### src/rtl/hlclk_pkg.sv
package hlclk_pkg;
   typedef enum logic {
      PH_LOW  = 1'b0,
      PH_HIGH = 1'b1
   } phase_e;

   // Bit positions inside the control word, derived from the field width.
   function automatic int unsigned pos_edge(int unsigned fw);
      return 2 * fw;
   endfunction

   function automatic int unsigned pos_bypass(int unsigned fw);
      return 2 * fw + 1;
   endfunction

   function automatic int unsigned pos_noupd(int unsigned fw);
      return 2 * fw + 2;
   endfunction
endpackage

### src/rtl/hlclk_word_hold.sv
module hlclk_word_hold #(
   parameter int unsigned FIELD_W = 6,
   localparam int unsigned CTRL_W = 2 * FIELD_W + 3
) (
   input  logic              clk,
   input  logic              rst_n,
   input  logic              load,
   input  logic [CTRL_W-1:0] word,
   input  logic              take,
   output logic [CTRL_W-1:0] pend_word,
   output logic              pend_valid
);
   localparam int unsigned NOUPD_BIT = hlclk_pkg::pos_noupd(FIELD_W);

   logic accept;
   assign accept = load & ~word[NOUPD_BIT];

   always_ff @(posedge clk or negedge rst_n) begin
      if (!rst_n) begin
         pend_word  <= '0;
         pend_valid <= 1'b0;
      end else if (accept) begin
         pend_word  <= word;
         pend_valid <= 1'b1;
      end else if (take) begin
         pend_valid <= 1'b0;
      end
   end
endmodule

### src/rtl/hlclk_cfg_reg.sv
module hlclk_cfg_reg #(
   parameter int unsigned FIELD_W = 6,
   localparam int unsigned CTRL_W = 2 * FIELD_W + 3
) (
   input  logic               clk,
   input  logic               rst_n,
   input  logic               take,
   input  logic [CTRL_W-1:0]  word,
   output logic [FIELD_W-1:0] hi_lim,
   output logic [FIELD_W-1:0] lo_lim,
   output logic               bypass
);
   localparam int unsigned BYP_BIT = hlclk_pkg::pos_bypass(FIELD_W);

   logic [FIELD_W-1:0] raw   [2];
   logic [FIELD_W-1:0] eff   [2];
   logic [FIELD_W-1:0] act_q [2];

   assign raw[0] = word[FIELD_W-1:0];
   assign raw[1] = word[2*FIELD_W-1:FIELD_W];

   // One clamp and one storage register per phase field; index 0 is low, 1 is high.
   for (genvar g = 0; g < 2; g++) begin : g_field
      assign eff[g] = (raw[g] == '0) ? FIELD_W'(1) : raw[g];

      always_ff @(posedge clk or negedge rst_n) begin
         if (!rst_n)
            act_q[g] <= FIELD_W'(1);
         else if (take)
            act_q[g] <= eff[g];
      end
   end

   always_ff @(posedge clk or negedge rst_n) begin
      if (!rst_n)
         bypass <= 1'b1;
      else if (take)
         bypass <= word[BYP_BIT];
   end

   assign lo_lim = act_q[0];
   assign hi_lim = act_q[1];
endmodule

### src/rtl/hlclk_phase_ctr.sv
module hlclk_phase_ctr #(
   parameter int unsigned FIELD_W = 6
) (
   input  logic               clk,
   input  logic               rst_n,
   input  logic [FIELD_W-1:0] hi_lim,
   input  logic [FIELD_W-1:0] lo_lim,
   input  logic               bypass,
   output logic               boundary,
   output logic               high,
   output logic [FIELD_W-1:0] cnt,
   output logic [FIELD_W-1:0] lim
);
   import hlclk_pkg::*;

   phase_e phase_q;
   logic   last;

   assign lim      = (phase_q == PH_HIGH) ? hi_lim : lo_lim;
   assign last     = (cnt == lim - FIELD_W'(1));
   assign boundary = bypass | ((phase_q == PH_LOW) & last);
   assign high     = (phase_q == PH_HIGH);

   always_ff @(posedge clk or negedge rst_n) begin
      if (!rst_n) begin
         phase_q <= PH_LOW;
         cnt     <= '0;
      end else if (boundary) begin
         phase_q <= PH_HIGH;
         cnt     <= '0;
      end else if (last) begin
         phase_q <= PH_LOW;
         cnt     <= '0;
      end else begin
         cnt <= cnt + FIELD_W'(1);
      end
   end
endmodule

### src/rtl/hlclk_div.sv
module hlclk_div #(
   parameter int unsigned FIELD_W = 6,
   localparam int unsigned CTRL_W  = 2 * FIELD_W + 3,
   localparam int unsigned RATIO_W = FIELD_W + 1
) (
   input  logic               clk_i,
   input  logic               rst_ni,
   input  logic [CTRL_W-1:0]  ctrl_i,
   input  logic               load_i,
   output logic               clk_div_o,
   output logic [RATIO_W-1:0] ratio_o
);
   if (FIELD_W < 2 || FIELD_W > 16) begin : g_bad_width
      $error("hlclk_div: FIELD_W must lie in 2..16");
   end

   logic [CTRL_W-1:0]  pend_word;
   logic               pend_valid;
   logic               boundary;
   logic               take;
   logic [FIELD_W-1:0] hi_lim;
   logic [FIELD_W-1:0] lo_lim;
   logic               bypass;
   logic               high;
   logic [FIELD_W-1:0] cnt;
   logic [FIELD_W-1:0] lim;

   assign take = boundary & pend_valid;

   hlclk_word_hold #(.FIELD_W(FIELD_W)) u_hold (
      .clk       (clk_i),
      .rst_n     (rst_ni),
      .load      (load_i),
      .word      (ctrl_i),
      .take      (take),
      .pend_word (pend_word),
      .pend_valid(pend_valid)
   );

   hlclk_cfg_reg #(.FIELD_W(FIELD_W)) u_cfg (
      .clk   (clk_i),
      .rst_n (rst_ni),
      .take  (take),
      .word  (pend_word),
      .hi_lim(hi_lim),
      .lo_lim(lo_lim),
      .bypass(bypass)
   );

   hlclk_phase_ctr #(.FIELD_W(FIELD_W)) u_ctr (
      .clk     (clk_i),
      .rst_n   (rst_ni),
      .hi_lim  (hi_lim),
      .lo_lim  (lo_lim),
      .bypass  (bypass),
      .boundary(boundary),
      .high    (high),
      .cnt     (cnt),
      .lim     (lim)
   );

   assign clk_div_o = bypass ? (clk_i & rst_ni) : high;
   assign ratio_o   = bypass ? RATIO_W'(1)
                             : (RATIO_W'(hi_lim) + RATIO_W'(lo_lim));
endmodule

### config.mk
export PLATFORM = sky130hd
export DESIGN_NAME = hlclk_div
export DESIGN_NICKNAME = d
export VERILOG_FILES = /design/src/rtl/hlclk_pkg.sv /design/src/rtl/hlclk_word_hold.sv /design/src/rtl/hlclk_cfg_reg.sv /design/src/rtl/hlclk_phase_ctr.sv /design/src/rtl/hlclk_div.sv
export SDC_FILE = /design/constraint.sdc
export NUM_CORES = 1
export LEC_CHECK = 0
export CAP_MARGIN = 10
export CORE_ASPECT_RATIO = 1.25
export CORE_MARGIN = 3
export CORE_UTILIZATION = 45
export CTS_BUF_LIST = sky130_fd_sc_hd__clkbuf_8
export DETAILED_ROUTE_END_ITERATION = 8
export DONT_BUFFER_PORTS = 1
export PLACE_DENSITY = 0.65
export REMOVE_ABC_BUFFERS = 1
export SLEW_MARGIN = 20
export SYNTH_ARGS = -nofsm -noshare
export SYNTH_HDL_FRONTEND = slang
export SYNTH_SLANG_ARGS = --single-unit
### constraint.sdc
create_clock -name clk_i -period 5.5 [get_ports clk_i]
set_input_delay 0.55 -clock clk_i [delete_from_list [all_inputs] [get_ports clk_i]]
set_output_delay 0.55 -clock clk_i [all_outputs]
set_load 0.01 [all_outputs]
==> results of run 1 <==
-- power groups by stage --
stage | Clock [mW] | Combinational, mW | Sequential [mW]
detailed placement | 0.00000546 | 0.0214 | 0.279
CTS | 0.250 | 0.0288 | 0.274
global route | 0.264 | 0.0311 | 0.276
floorplan | 0.00000547 | 0.0183 | 0.275
global placement | 0.00000546 | 0.0205 | 0.277
finish | 0.242 | 0.0280 | 0.273
-- how the worst max path moves through the flow --
stage	from	endpoint	depth (start not counted)
2_1_floorplan	clk_i	clk_div_o	2
3_3_place_gp	clk_i	clk_div_o	2
3_5_place_dp	clk_i	clk_div_o	2
4_1_cts	clk_i	clk_div_o	4
5_1_grt	clk_i	clk_div_o	4
6_report	clk_i	clk_div_o	4
-- worst register-to-register path: stages, from the launching register on --
cell and delay, ns:
dfrtp_1 0.73, or4b_1 0.56, a221oi_2 0.30, mux2i_1 0.15, a2111oi_2 0.49, a22oi_2 0.35
mux2_1 0.41
-- layout by cell type (no fill, tap or decap), types with 2 or more instances in the layout --
| cell | Yosys | layout |
|---|---|---|
| o21bai_1 | 3 | 3 |
| nor3_1 | 9 | 9 |
| xnor2_1 | 9 | 9 |
| mux2_4 | 10 | 10 |
| dfrtp_1 | 31 | 31 |
| xor2_1 | 5 | 5 |
| nor2b_1 | 3 | 3 |
| and2_1 | 2 | 2 |
| clkbuf_8 | 0 | 9 |
| a21o_1 | 3 | 3 |
| inv_1 | 6 | 7 |
| a21oi_1 | 8 | 8 |
| o21ai_0 | 3 | 3 |
| mux2_2 | 12 | 12 |
| ha_1 | 8 | 8 |
| mux2_1 | 2 | 2 |
| mux2i_1 | 7 | 7 |
| nand3_1 | 5 | 5 |
| or4_1 | 2 | 2 |
| dfstp_2 | 3 | 3 |
| nor2_1 | 8 | 8 |
| nand2_1 | 3 | 3 |
-- flip-flops by register name, summed over array words and instances (netlist names) --
register           cells
u_hold.pend_word      13
u_ctr.high             1
u_hold.pend_valid      1
u_ctr.cnt              6
u_cfg.bypass           1
u_cfg.lo_lim           6
u_cfg.hi_lim           6
-- cell families (layout without fill, tap and decap cells) --
group | Yosys count | count (layout) | synth area share
and+or+nand+nor | 38 | 38 | 0.109
DFF | 34 | 34 | 0.445
muxes | 31 | 31 | 0.197
AOI/OAI and AO/OA | 23 | 23 | 0.0886
xor gates and xnor gates | 14 | 14 | 0.0638
buffers and inverters | 14 | 20 | 0.0339
adders and majority gates | 9 | 9 | 0.0625
-- area by class of cell --
class / instances / area, µm²
Fill cell: 368 / 1830
Multi-Input combinational cell: 115 / 1000
Sequential cell: 34 / 855
Clock buffer: 9 / 124
Tap cell: 54 / 67.6
Timing Repair Buffer: 3 / 37.5
Inverter: 6 / 22.5
Clock inverter: 2 / 8.76
-- stage by stage --
step	power [mW]	setup slack, ns
6_report	0.543	1.75
5_1_grt	0.570	1.72
4_1_cts	0.552	1.72
3_5_place_dp	0.300	2.01
3_3_place_gp	0.298	2.01
2_1_floorplan	0.293	2.01
-- per-layer routing --
metal / vias to the layer above / wire [µm]
li1: 588 / -
met1: 605 / 1600
met2: 29 / 1870
met3: 10 / 136
met4: 0 / 78
met5: - / 0
-- what timing repair did --
action / CTS / global route
hold buffers: 2 / 0
endpoints found under the hold margin: 34 / 0
buffers inserted: 0 / 0
==> results.toml, run 1 <==
[placed_design]
dpl.cell_count = 210
gp_congestion = 0.819
portBuffers = 0
dpl_cell_area_um2 = 1950
post-dp-hpwl_um = 2690

[finish]
syn_to_final_growth_pct = 10.2
final_cell_count_no_fill = 223
final_layout_size_suffix_gt1_frac = 0.254
nets = 195
design_area_um2 = 2120
final_util = 0.537
diodes = 0

[floorplan]
die_w_um = 64.4
initial_core_util = 0.487
die_height_um = 79.0
io_pins = 26
rows = 25
dieArea_um2 = 5090
fp.coreArea_um2 = 3940

[critical_path]
cp-start-kind = "clock port"
timing.rr.end = "u_cfg.lo_lim[1]"
cp_cell_sequence = "clkbuf_8 > clkbuf_8 > nand3_1 > o21ai_0"
reg2reg_slack_ns = 2.40
worstRegToRegCells = 6
cp_max_fo = 2
slowest_stage = "o21ai_0"
arrival_ns = 3.20
required_ns = 4.95
path_buf_inv = 2
max_stage_delay_ns = 0.17
critPathKind = "clk -> out"
crit_family = "buffers and inverters"
crit_path_frequent_cell = "clkbuf_8"
end_kind = "output port"
reg2reg_from = "u_ctr.high"

[sta]
finalSetupTns_ns = 0
slew_viol_final = 0
setup_viol = 0
grt_setup_unrepaired = "false"
fin_skew_ns = 0.00611
max_slew_margin = 0.380
tightest_slew_ns = 0.931
hold_violations = 0
hold_slack_ns = 0.290

[hold_path]
hold_path_end = "u_hold.pend_word[13]"
holdCritStartpoint = "ctrl_i[13]"
holdPathStages = 2
hold_path_class = "in -> reg"

[synthesis]
syn_area_per_cell_um2 = 11.8
synthCells = 163
synthArstFlopShare = 1.00
synthFlopType = "dfrtp_1"
ys_ff_latch = 34
synth_edf_count = 0
ys_seq_area_frac = 0.445
synth_warnings = 0
synth_cell_types = 39
synth.area.top_cells = "dfrtp_1, mux2_4, mux2_2"
netlist_area_um2 = 1920
yosysTopAreaCell = "dfrtp_1"
yosysMostFrequentCell = "dfrtp_1"
synth_top_area_frac = 0.404
synth_commonest_cells = "dfrtp_1, mux2_2, mux2_4, nor3_1, xnor2_1"

[clock_tree]
cts_resized = 0
clk_pin_slew_worst_paths_ns = 0.07
cts_tree = "done"
clk_latency_ns = 0.39

[power]
peakVddDrop_mv = 0.127
p_sw_frac = 0.216
internal_power_mw = 0.425
power_frac_comb = 0.052
power_switching_mw = 0.117
clockPowerShare = 0.445
power_density_nw_per_um2 = 256
seqPwrFrac = 0.503
p_leak_nw = 0.944

[global_routing]
use_met3 = 0.0594
busiest_layer = "met2"
grt_pass1_wl_um = 6200
grt_overflow = 0
grt_usage = 0.166
antenna_found_initial = 0
grt_max_degree = 35
grt_pass1_vias = 1333
met1_usage = 0.190
grt_use_met2 = 0.272

[routing]
wl_per_cell_um = 16.5
totalWireLength_um = 3680
vias_per_cell = 5.52
ant_nets = 0
vias = 1232
drtPass1Iterations = 4
dr.first_iter.drc_count = 16
drcViolationCount = 0

[job]
maxCapViolations = 0

[run_status]
status = "finished, final reports clean"
(Power assumes the default switching activity.)
==> run 2, diff against run 1 <==
==> constraint.sdc (replaced) <==
create_clock -name clk_i -period 3.6 [get_ports clk_i]
set_input_delay 0.36 -clock clk_i [delete_from_list [all_inputs] [get_ports clk_i]]
set_output_delay 0.36 -clock clk_i [all_outputs]
set_load 0.01 [all_outputs]
==> results.toml, run 2 (same netlist as run 1, synthesis figures left out) <==
[run_status]
status = "finished, final reports clean"

[critical_path]
required_ns = 3.88
cp-start-kind = "flip-flop"
crit_end = "u_cfg.lo_lim[1]"
critPathKind = "reg -> reg"
reg2reg_from = "u_ctr.high"
max_stage_delay_ns = 0.74
cp_max_fo = 15
path_buf_inv = 1
cp_cell_sequence = "mux2i_1 > ha_1 > xor2_1 > or4bb_1 > o22ai_2 > a22oi_2 > buf_4 > mux2_1"
crit_start = "u_ctr.high"
slowest_stage = "dfrtp_1"
end_kind = "flip-flop"
crit_family = "flip-flops"
reg2reg_slack_ns = 0.58
timing.rr.end = "u_cfg.lo_lim[1]"
worstRegToRegCells = 8
arrival_ns = 3.30
cp.depth = 8

[placed_design]
gp_congestion = 0.817
post-dp-hpwl_um = 2680
dpl_cell_area_um2 = 1960
portBuffers = 0

[finish]
layout_common_cells = "dfrtp_1, mux2_2, mux2_4, xnor2_1, nor3_1"
syn_to_final_growth_pct = 11.7
nets = 196
diodes = 0
final_util = 0.544
final_layout_size_suffix_gt1_frac = 0.265
regMostFlops = "u_hold.pend_word"
largest_reg_flops = 13
design_area_um2 = 2150
mostFrequentLayoutCell = "dfrtp_1"
n_fill_cell = 364

[routing]
wl_per_cell_um = 16.1
ant_nets = 0
drtPass1Iterations = 4
dr.first_iter.drc_count = 36
drcViolationCount = 0
totalWireLength_um = 3610
vias_per_cell = 5.42
vias = 1214

[floorplan]
die_w_um = 64.4
die_height_um = 79.0
initial_core_util = 0.487
rows = 25
fp.coreArea_um2 = 3940
dieArea_um2 = 5090
io_pins = 26

[global_routing]
antenna_found_initial = 0
grt_overflow = 0
grt_pass1_wl_um = 6310
grt_max_degree = 35
grt_pass1_vias = 1381
grt_usage = 0.168

[power]
clockPowerShare = 0.485
p_sw_frac = 0.212
power_switching_mw = 0.189
peakVddDrop_mv = 0.305
power_density_nw_per_um2 = 416
power_frac_comb = 0.047
internal_power_mw = 0.704
seqPwrFrac = 0.468
p_leak_nw = 0.946

[clock_tree]
clk_pin_slew_worst_paths_ns = 0.07
hold_buffers = 2
cts_tree = "done"
clk_latency_ns = 0.40
cts_resized = 0
cts_setup_buffers = 0

[sta]
slew_viol_final = 0
finalSetupTns_ns = 0
hold_violations = 0
hold_slack_ns = 0.0928
max_slew_margin = 0.589
fin_skew_ns = 0.00655
tightest_slew_ns = 0.617
setup_viol = 0
min_period_ns = 3.02
fin_crit_sh = 0.838
fmax_ghz = 0.332
grt_setup_unrepaired = "false"

[hold_path]
hold_path_class = "in -> reg"

[job]
maxCapViolations = 0
[run 2: worst register-to-register path: stages, from the launching register on]
cell     delay [ns]
dfrtp_1        0.74
mux2i_1        0.38
ha_1           0.29
xor2_1         0.17
or4bb_1        0.43
o22ai_2        0.25
a22oi_2        0.08
buf_4          0.22
mux2_1         0.33
[run 2: through the flow]
step                power (mW)  setup slack, ns  cells
finish                   0.893            0.584    224
global route             0.934            0.440    224
CTS                      0.910            0.585    224
detailed placement       0.458            0.594    211
global placement         0.455            0.725    211
floorplan                0.448            0.845    155
[run 2: cell type report]
type                    count  area (µm²)  area share
multi-input cells         115        1000       0.466
flip-flops and latches     34         855       0.398
clock buffers               8         110      0.0513
well taps                  54        67.6      0.0315
clock inverters             3        45.0      0.0210
repair buffers              4        45.0      0.0210
inverters                   6        22.5      0.0105
[run 2: power by group through the flow]
stage / Combinational, mW / Clock, mW / Sequential (mW)
2_1_floorplan: 0.0279 / 0.00000836 / 0.420
3_3_place_gp: 0.0313 / 0.00000835 / 0.424
3_5_place_dp: 0.0324 / 0.00000834 / 0.425
4_1_cts: 0.0438 / 0.448 / 0.418
5_1_grt: 0.0480 / 0.465 / 0.421
6_report: 0.0424 / 0.433 / 0.418
[run 2: worst min path at each step]
| stage | startpoint | to | slack (ns) | cells after the start |
|---|---|---|---|---|
| floorplan | rst_ni | u_cfg.hi_lim[1] | 0.06 | 0 |
| global placement | rst_ni | u_ctr.cnt[1] | 0.07 | 0 |
| detailed placement | rst_ni | u_ctr.cnt[2] | 0.07 | 0 |
| CTS | ctrl_i[13] | u_hold.pend_word[13] | 0.08 | 2 |
| global route | ctrl_i[11] | u_hold.pend_word[11] | 0.09 | 1 |
| finish | ctrl_i[13] | u_hold.pend_word[13] | 0.09 | 2 |
[run 2: routing by layer]
layer	wire length, µm	GRT usage
met5	0	0
met4	90	0.104
met3	155	0.0651
met2	1800	0.265
met1	1570	0.190
==> run 3, diff against run 2 <==
--- a/config.mk
+++ b/config.mk
@@ -5,6 +5,7 @@
 export SDC_FILE = /design/constraint.sdc
 export NUM_CORES = 1
 export LEC_CHECK = 0
+export ABC_AREA = 1
 export CAP_MARGIN = 10
 export CORE_ASPECT_RATIO = 1.25
 export CORE_MARGIN = 3
==> constraint.sdc (replaced) <==
create_clock -name clk_i -period 3.1 [get_ports clk_i]
set_input_delay 0.31 -clock clk_i [delete_from_list [all_inputs] [get_ports clk_i]]
set_output_delay 0.31 -clock clk_i [all_outputs]
set_load 0.01 [all_outputs]
==> results.toml, run 3 <==
[routing]
drtPass1Iterations = 4
vias = 1587
dr.first_iter.drc_count = 43
vias_per_cell = 5.14
totalWireLength_um = 3980
ant_nets = 0
drcViolationCount = 0
wl_per_cell_um = 12.9

[sta]
max_slew_margin = 0.601
min_period_ns = 2.44
fmax_ghz = 0.410
finalSetupTns_ns = 0
fin_skew_ns = 0.00671
hold_violations = 0
grt_setup_unrepaired = "false"
tightest_slew_ns = 0.597
setup_slack_ns = 0.659
slew_viol_final = 0
fin_crit_sh = 0.787
setup_viol = 0
hold_slack_ns = 0.0635

[floorplan]
dieArea_um2 = 5370
fp.coreArea_um2 = 4230
io_pins = 26
rows = 26
die_w_um = 66.1
initial_core_util = 0.481
die_height_um = 81.2

[synthesis]
synthArstFlopShare = 1.00
synth_commonest_cells = "nand2_1, dfrtp_1, inv_1, nand3_1, nor2_1"
synth_warnings = 0
synth_cell_types = 28
synth.area.top_cells = "dfrtp_1, nand2_1, mux2_2"
syn_area_per_cell_um2 = 8.27
synthFlopType = "dfrtp_1"
yosysTopAreaCell = "dfrtp_1"
yosysMostFrequentCell = "nand2_1"
ys_seq_area_frac = 0.420
netlist_area_um2 = 2030
synth_edf_count = 0
synth_top_area_frac = 0.381
ys_ff_latch = 34
synthCells = 246

[power]
peakVddDrop_mv = 0.314
power_density_nw_per_um2 = 447
p_total_mw = 1.00
p_leak_nw = 1.15

[finish]
diodes = 0
syn_to_final_growth_pct = 10.1
regMostFlops = "u_hold.pend_word"
largest_reg_flops = 13
mostFrequentLayoutCell = "nand2_1"
final_util = 0.530
final_layout_size_suffix_gt1_frac = 0.162
n_fill_cell = 409
layout_common_cells = "nand2_1, dfrtp_1, inv_1, nand3_1, nor2_1"
nets = 279

[critical_path]
slowest_stage = "fa_1"
required_ns = 2.79
crit_family = "adder cells"
end_kind = "output port"
critPathKind = "reg -> out"
cp-start-kind = "flip-flop"
path_buf_inv = 0
arrival_ns = 2.13
max_stage_delay_ns = 0.41
cp_max_fo = 4
cp_cell_sequence = "ha_1 > fa_1 > nand2_1 > nand2_1 > a21oi_1 > o21ai_0 > a21oi_1"

[placed_design]
portBuffers = 0
gp_congestion = 0.862
pre_cts_ws_ns = 0.749
post-dp-hpwl_um = 2990

[clock_tree]
clk_pin_slew_worst_paths_ns = 0.07
clk_latency_ns = 0.39
cts_tree = "done"
cts_resized = 0

[hold_path]
hold_path_class = "in -> reg"

[global_routing]
grt_pass1_vias = 1524
grt_pass1_wl_um = 6860
grt_usage = 0.174
grt_max_degree = 35
antenna_found_initial = 0
grt_overflow = 0

[job]
maxCapViolations = 0

[run_status]
status = "finished, final reports clean"
-- run 3: cell types whose count changed in the layout (fill, tap and decap cells not counted), moves of 4 or more --
cell and delta:
nand2_1 +65, inv_1 +19, nand3_1 +15, nand4_1 +13
mux2_4 -10, nor2_1 +10, nor3_1 -9, xnor2_1 -9
mux2i_1 -7, nand2_4 +4
-- run 3: logic make-up after synthesis --
kind of cell | synth area share
AND/OR/NAND/NOR | 0.323
multiplexers | 0.0498
flip-flops | 0.420
buffers and inverters | 0.0775
adder cells (fa/ha/maj) | 0.0590
XOR/XNOR | 0.0172
AO/OA/AOI/OAI | 0.0535
-- run 3: power breakdown --
group	switching [mW]	leakage, nW	internal [mW]
Combinational	0.0225	0.650	0.0232
Sequential	0.0148	0.412	0.468
Clock	0.168	0.0871	0.306
Total	0.205	1.15	0.797
-- run 3: layout make-up --
class,instances,area [µm²],share of cell area
Timing Repair Buffer,3,37.5,0.0168
Tap cell,56,70.1,0.0313
Inverter,28,105,0.0469
Sequential cell,34,855,0.381
Multi-Input combinational cell,177,1020,0.456
Clock buffer,11,151,0.0676
-- run 3: final timing paths --
check / endpoint / cells after the start / startpoint / slack [ns]
setup / recovery: ratio_o[4] / 7 / u_cfg.hi_lim[0] / 0.66
hold / removal: u_hold.pend_word[7] / 1 / ctrl_i[7] / 0.06
setup reg to reg: u_cfg.lo_lim[2] / 14 / u_cfg.lo_lim[0] / 0.74
hold reg to reg: u_cfg.hi_lim[0] / 2 / u_cfg.hi_lim[0] / 0.49
max in group asynchronous: u_cfg.lo_lim[0] / 2 / rst_ni / 2.50
min in group asynchronous: u_hold.pend_word[7] / 2 / rst_ni / 0.35
-- run 3: what timing repair did --
item / 4_1_cts / 5_1_grt
hold buffers: 2 / 0
setup buffers: 0 / 0
hold endpoints to repair: 34 / 0
-- run 3: worst reg2reg max path, delay by kind of cell (launching register included) --
kind          cells  cell delay [ns]
xor+xnor          1             0.13
buf+inv           1             0.04
simple gates     11             1.21
flops             1             0.56
fa+ha+maj         1             0.30
-- run 3: metrics by stage --
stage	std cells	area (µm²)
2_1_floorplan	239	1980
3_3_place_gp	296	2060
3_5_place_dp	296	2060
4_1_cts	309	2240
5_1_grt	309	2240
6_report	309	2240
-- run 3: metal layers --
layer  GRT usage  vias to the layer above  part of all wire
li1            -                      820                 -
met1       0.205                      737              0.44
met4       0.106                        0             0.025
met3      0.0526                        6             0.042
met2       0.276                       24              0.50
met5           0                        -                 0
